## src/rtl/uart_irq_pkg.sv

```systemverilog
package uart_irq_pkg;

  localparam int IRQ_W   = 11;
  localparam int N_LINES = 5;

  // Raw status bit positions
  localparam int B_RI  = 0;
  localparam int B_CTS = 1;
  localparam int B_DCD = 2;
  localparam int B_DSR = 3;
  localparam int B_RX  = 4;
  localparam int B_TX  = 5;
  localparam int B_RT  = 6;
  localparam int B_FE  = 7;
  localparam int B_PE  = 8;
  localparam int B_BE  = 9;
  localparam int B_OE  = 10;

  // Register addresses
  localparam int A_DATA = 0;
  localparam int A_RAW  = 1;
  localparam int A_MASK = 2;
  localparam int A_MSKD = 3;
  localparam int A_CLR  = 4;

  // Group selection for each individual request line:
  // 0 receive, 1 transmit, 2 receive timeout, 3 modem status, 4 error
  function automatic logic [IRQ_W-1:0] grp_sel(input int g);
    logic [IRQ_W-1:0] m;
    m = '0;
    case (g)
      0:       m[B_RX] = 1'b1;
      1:       m[B_TX] = 1'b1;
      2:       m[B_RT] = 1'b1;
      3:       m[B_DSR:B_RI] = '1;
      default: m[B_OE:B_FE] = '1;
    endcase
    return m;
  endfunction

endpackage

```

## src/rtl/uart_irq_regs.sv

```systemverilog
module uart_irq_regs
  import uart_irq_pkg::*;
#(
  parameter int ADDR_W = 3,
  parameter int DATA_W = 16
) (
  input  logic              clk,
  input  logic              rst,
  input  logic              wr_en,
  input  logic [ADDR_W-1:0] addr,
  input  logic [DATA_W-1:0] wdata,
  input  logic [IRQ_W-1:0]  evt_set,
  input  logic [IRQ_W-1:0]  evt_clr,
  output logic [IRQ_W-1:0]  raw_q,
  output logic [IRQ_W-1:0]  mask_q,
  output logic [IRQ_W-1:0]  raw_d,
  output logic [IRQ_W-1:0]  mask_d
);

  logic             wr_data, wr_mask, wr_clr;
  logic [IRQ_W-1:0] clr_vec, set_vec;

  assign wr_data = wr_en && (addr == ADDR_W'(A_DATA));
  assign wr_mask = wr_en && (addr == ADDR_W'(A_MASK));
  assign wr_clr  = wr_en && (addr == ADDR_W'(A_CLR));

  always_comb begin
    clr_vec = evt_clr;
    if (wr_clr) clr_vec = clr_vec | wdata[IRQ_W-1:0];
    set_vec = evt_set;
    if (wr_data) set_vec[B_TX] = 1'b1;
    // set has priority over clear
    raw_d  = (raw_q & ~clr_vec) | set_vec;
    mask_d = wr_mask ? wdata[IRQ_W-1:0] : mask_q;
  end

  always_ff @(posedge clk) begin
    if (rst) begin
      raw_q  <= '0;
      mask_q <= '0;
    end else begin
      raw_q  <= raw_d;
      mask_q <= mask_d;
    end
  end


  a_r1_reset_clears: assert property (@(posedge clk) rst |=> (raw_q == '0 && mask_q == '0));

  a_r3_mask_load: assert property (@(posedge clk) disable iff (rst)
    wr_mask |=> mask_q == $past(wdata[IRQ_W-1:0]));
  // a set pulse always lands
  a_r9_set_wins: assert property (@(posedge clk) disable iff (rst)
    (evt_set != '0) |=> ((raw_q & $past(evt_set)) == $past(evt_set)));

  a_r5_w1c: assert property (@(posedge clk) disable iff (rst)
    (wr_clr && evt_set == '0) |=> ((raw_q & $past(wdata[IRQ_W-1:0])) == '0));

  a_r8_tx_on_data: assert property (@(posedge clk) disable iff (rst)
    wr_data |=> raw_q[B_TX]);

  a_r7_ro_ignored: assert property (@(posedge clk) disable iff (rst)
    (wr_en && (addr == ADDR_W'(A_RAW) || addr == ADDR_W'(A_MSKD))
     && evt_set == '0 && evt_clr == '0) |=> ($stable(raw_q) && $stable(mask_q)));

endmodule

```

## src/rtl/uart_irq_fanout.sv

```systemverilog
module uart_irq_fanout
  import uart_irq_pkg::*;
(
  input  logic               clk,
  input  logic               rst,
  input  logic [IRQ_W-1:0]   raw_d,
  input  logic [IRQ_W-1:0]   mask_d,
  output logic [N_LINES-1:0] line_q,
  output logic               any_q
);

  logic [IRQ_W-1:0]   active;
  logic [N_LINES-1:0] line_d;

  assign active = raw_d & mask_d;

  for (genvar g = 0; g < N_LINES; g++) begin : g_line
    localparam logic [IRQ_W-1:0] SEL = grp_sel(g);
    assign line_d[g] = |(active & SEL);
  end

  always_ff @(posedge clk) begin
    if (rst) begin
      line_q <= '0;
      any_q  <= 1'b0;
    end else begin
      line_q <= line_d;
      any_q  <= |line_d;
    end
  end

endmodule

```

## src/rtl/uart_irq_rdmux.sv

```systemverilog
module uart_irq_rdmux
  import uart_irq_pkg::*;
#(
  parameter int ADDR_W = 3,
  parameter int DATA_W = 16
) (
  input  logic              clk,
  input  logic              rst,
  input  logic              rd_en,
  input  logic [ADDR_W-1:0] addr,
  input  logic [IRQ_W-1:0]  raw_q,
  input  logic [IRQ_W-1:0]  mask_q,
  output logic [DATA_W-1:0] rdata
);

  logic [IRQ_W-1:0] sel;

  always_comb begin
    sel = '0;
    if (addr == ADDR_W'(A_RAW))       sel = raw_q;
    else if (addr == ADDR_W'(A_MASK)) sel = mask_q;
    else if (addr == ADDR_W'(A_MSKD)) sel = raw_q & mask_q;
  end

  always_ff @(posedge clk) begin
    if (rst)        rdata <= '0;
    else if (rd_en) rdata <= DATA_W'(sel);
    else            rdata <= '0;
  end


  a_r6_clr_reads_zero: assert property (@(posedge clk) disable iff (rst)
    (rd_en && addr == ADDR_W'(A_CLR)) |=> rdata == '0);

endmodule

```

## src/rtl/uart_irq_ctrl.sv

```systemverilog
module uart_irq_ctrl
  import uart_irq_pkg::*;
#(
  parameter int ADDR_W = 3,
  parameter int DATA_W = 16
) (
  input  logic              clk,
  input  logic              rst,
  input  logic              wr_en,
  input  logic              rd_en,
  input  logic [ADDR_W-1:0] addr,
  input  logic [DATA_W-1:0] wdata,
  output logic [DATA_W-1:0] rdata,
  input  logic [IRQ_W-1:0]  evt_set,
  input  logic [IRQ_W-1:0]  evt_clr,
  output logic              irq_any,
  output logic              irq_rx,
  output logic              irq_tx,
  output logic              irq_rt,
  output logic              irq_ms,
  output logic              irq_err
);

  logic [IRQ_W-1:0]   raw_q, mask_q, raw_d, mask_d;
  logic [N_LINES-1:0] line_q;

  uart_irq_regs #(.ADDR_W(ADDR_W), .DATA_W(DATA_W)) u_regs (
    .clk(clk), .rst(rst), .wr_en(wr_en), .addr(addr), .wdata(wdata),
    .evt_set(evt_set), .evt_clr(evt_clr),
    .raw_q(raw_q), .mask_q(mask_q), .raw_d(raw_d), .mask_d(mask_d)
  );

  uart_irq_fanout u_fan (
    .clk(clk), .rst(rst), .raw_d(raw_d), .mask_d(mask_d),
    .line_q(line_q), .any_q(irq_any)
  );

  uart_irq_rdmux #(.ADDR_W(ADDR_W), .DATA_W(DATA_W)) u_rd (
    .clk(clk), .rst(rst), .rd_en(rd_en), .addr(addr),
    .raw_q(raw_q), .mask_q(mask_q), .rdata(rdata)
  );

  assign irq_rx  = line_q[0];
  assign irq_tx  = line_q[1];
  assign irq_rt  = line_q[2];
  assign irq_ms  = line_q[3];
  assign irq_err = line_q[4];

  // lines agree with the stored status and mask registers
  a_r10_line_map: assert property (@(posedge clk) disable iff (rst)
    (irq_rx == (raw_q[B_RX] & mask_q[B_RX])) &&
    (irq_tx == (raw_q[B_TX] & mask_q[B_TX])) &&
    (irq_ms == |(raw_q[B_DSR:B_RI] & mask_q[B_DSR:B_RI])) &&
    (irq_err == |(raw_q[B_OE:B_FE] & mask_q[B_OE:B_FE])));

  a_r11_combined: assert property (@(posedge clk) disable iff (rst)
    irq_any == |(raw_q & mask_q));

endmodule

```

## config.mk

```make
export PLATFORM = sky130hd
export DESIGN_NAME = uart_irq_ctrl
export DESIGN_NICKNAME = d
export VERILOG_FILES = /design/src/rtl/uart_irq_pkg.sv /design/src/rtl/uart_irq_regs.sv /design/src/rtl/uart_irq_fanout.sv /design/src/rtl/uart_irq_rdmux.sv /design/src/rtl/uart_irq_ctrl.sv
export SDC_FILE = /design/constraint.sdc
export NUM_CORES = 1
export LEC_CHECK = 0
export ABC_AREA = 1
export ABC_CLOCK_PERIOD_IN_PS = 3000
export BUFFER_PORTS_ARGS = -buffer_cell sky130_fd_sc_hd__buf_2
export CAP_MARGIN = 5
export CORE_ASPECT_RATIO = 1.1
export CORE_UTILIZATION = 54
export CTS_BUF_LIST = sky130_fd_sc_hd__clkbuf_4
export DETAILED_ROUTE_END_ITERATION = 10
export PLACE_DENSITY = 0.94
export SLEW_MARGIN = 20
export SYNTH_ARGS = -nofsm -noshare
export SYNTH_HDL_FRONTEND = slang
export SYNTH_SLANG_ARGS = --single-unit
export TNS_END_PERCENT = 20
```

## constraint.sdc

```tcl
create_clock -name clk -period 3 [get_ports clk]
set_clock_uncertainty 0.05 [all_clocks]
set_input_delay 0.3 -clock clk [delete_from_list [all_inputs] [get_ports clk]]
set_output_delay 0.3 -clock clk [all_outputs]
set_load 0.01 [all_outputs]
```

==> metrics.md <==
| Metric | Value |
|---|---|
| Status | `completed` |
| GRT overflow | `0` |
| Clock Tree Root | `clkbuf_4` |
| Post-route DRC | `0` |
| Pwr Total | `909 uW` |
| Async set-or-reset flop fraction in the synthesized netlist | `0%` |
| Post-Route WL | `3790 um` |
| Post-CTS Resized | `0` |
| Starting density of the core | `56.7%` |
| Crit Path Class | `in -> reg` |
| # rows | `21` |
| GRT Util Overall | `22.6%` |
| Height of the die | `61.1 um` |
| CTS max path bufs | `2` |
| Top_reg_cell synth | `dfxtp_1` |
| CP Launch Type | `primary input` |
| Post-synth EDFFs | `0` |
| Worst Path Max Fanout | `15` |
| Total Nets Final | `342` |
| CP endpoint kind | `flop` |
| Synth unique cells | `18` |
| Cell count after synthesis | `243` |
| Diode count | `0` |
| Layout cells sized above 1 | `24.0%` |
| Area leader, netlist | `dfxtp_1` |
| Worst EP arrival | `1.72 ns` |
| Final hold vios | `0` |
| FF+latch count, synth | `39` |
| Most frequent cells after synthesis | `75 x nand2_1, 39 x dfxtp_1, 34 x inv_1, 21 x a21oi_1, 21 x nor2_1` |
| Max-slew violations | `0` |
| Initial antenna violation count | `0` |
| CTS tree | `done` |
| GPL Wtd Cong | `0.813` |
| Routed Antenna Nets | `0` |
| Vias in the first global route | `1430` |
| Pin count of the biggest net entering global routing | `28` |
| Via count | `1669` |
| Top cells by area, synth | `dfxtp_1 46%, nand2_1 16%, inv_1 7.5%, a21oi_1 6.1%, a221oi_1 5.6%` |
| I/O Pins | `67` |
| Part of the Yosys area used for sequential elements | `45.6%` |
| Least-Margin Pin Slew | `0.558 ns` |
| Setup bufs post-CTS | `0` |
| DR iter-0 viols | `63` |
| Post-CTS Hold Buffers | `0` |
| R2r setup slk | `1.84 ns` |
| Top cell type's share of synthesized area | `45.6%` |
| DR pass1 iterations | `4` |
| Wirelength per Cell | `11.5 um` |
| Total power per unit cell area | `450 nW/um^2` |
| I/O Buffers | `56` |
| Worst path required time | `3.18 ns` |
| Post-Syn Area | `1710 um^2` |
| First-pass GRT wire length | `5910 um` |
| Final setup violation count | `0` |
| CTS clk-pin slew, worst paths | `0.11 ns` |
| Die Area | `3400 um^2` |
| Inserted Clock Buffers | `5` |
| Avg Cell Area, Syn | `7.05 um^2` |
| Leakage power | `1.07 nW` |
| Most common cell in the synthesized netlist | `nand2_1` |
| TritonCTS Sinks | `39` |
| Max cap viols | `0` |
| Core area | `3020 um^2` |
| Max_slew headroom | `62.7%` |
| Synth Warn # | `0` |
| Total negative slack | `0 ns` |
| Clock latency at the later pin of the worst-skew pair | `0.33 ns` |
| Die W | `55.7 um` |
| Area growth from synthesis to layout | `17.9%` |
| RSZ-0062 raised after global routing | `no` |
| Vias/cell | `5.06` |
| Tmin final | `1.55 ns` |
| Tcrit/Tclk final | `51.5%` |
| CTS H-Tree Depth | `2` |
| Max Clock Freq | `0.647 GHz` |
| HPWL Detailed | `2670 um` |
| Hold Crit Class | `in -> reg` |
| Peak VDD IR | `0.335 mV` |
[final timing paths]
check                       start          endpoint  cells past startpoint
setup / recovery          addr[0]       u_fan.any_q                     11
hold / removal        evt_set[10]  u_regs.raw_q[10]                      3
setup reg to reg  u_regs.raw_q[8]       u_fan.any_q                     10
hold reg to reg   u_regs.raw_q[7]     u_rd.rdata[7]                      2
[routing by layer]
layer / wire length, um / track usage, %
met3: 247 / 4.20
met4: 46 / 12.1
met1: 1550 / 27.7
met5: 0 / 0
met2: 1940 / 38.7
[metrics by stage]
stage / utilization [%] / hold WS (ns) / instances / setup slack, ns / cell area [um^2]
finish: 66.8 / 0.162 / 330 / 1.45 / 2020
global route: 66.8 / 0.181 / 330 / 1.33 / 2020
CTS: 66.8 / 0.165 / 330 / 1.51 / 2020
detailed placement: 65.3 / 0.419 / 324 / 1.16 / 1970
global placement: 65.3 / 0.416 / 324 / 1.18 / 1970
floorplan: - / 0.359 / 247 / 1.66 / 1730
[flip-flops by register name (all words and copies together) (netlist names)]
register	flops
u_regs.raw_q	11
u_fan.line_q	5
u_regs.mask_q	11
u_fan.any_q	1
u_rd.rdata	11
[layout make-up]
type                       count  area [um^2]
clock buffer                   6         45.0
fill                         256         1000
inverter                      34          128
multi-input combinational    160          736
sequential                    39          781
tap                           34         42.5
timing repair buffer          57          288
[cell usage in the layout, fill, tap and decap left out]
cell / count
a221oi_1: 11
buf_2: 56
clkbuf_4: 6
nand2_1: 75
conb_1: 5
nor2_2: 2
nor2_1: 21
nand3_1: 15
buf_4: 1
nand2_2: 4
o21ai_1: 3
dfxtp_1: 39
inv_1: 34
a21oi_1: 21
nand2_4: 1
nor2_4: 1
o21ai_0: 1
[power by group]
part	internal [mW]	leakage (nW)	switching, mW
sequential	0.536	0.319	0.00528
clock	0.0925	0.0276	0.152
combinational	0.0452	0.722	0.0774
[kinds of logic (layout without fill, tap and decap cells)]
logic type	count (synthesis)	after routing	synth area share, %
AO/OA/AOI/OAI	36	36	12.9
AND/OR/NAND/NOR	119	119	28.9
other	1	5	0.219
buffers and inverters	48	97	12.3
flip-flops	39	39	45.6
[worst max-delay path: stages]
cell and delay [ns]:
buf_2 0.21, nor2_1 0.48, nand3_1 0.15, nand2_1 0.10, nand2_1 0.07, nand2_1 0.08, nand2_1 0.06, nor2_1 0.09
nand2_1 0.07, nand2_1 0.06, nand2_1 0.05
(Power assumes the default switching activity.)
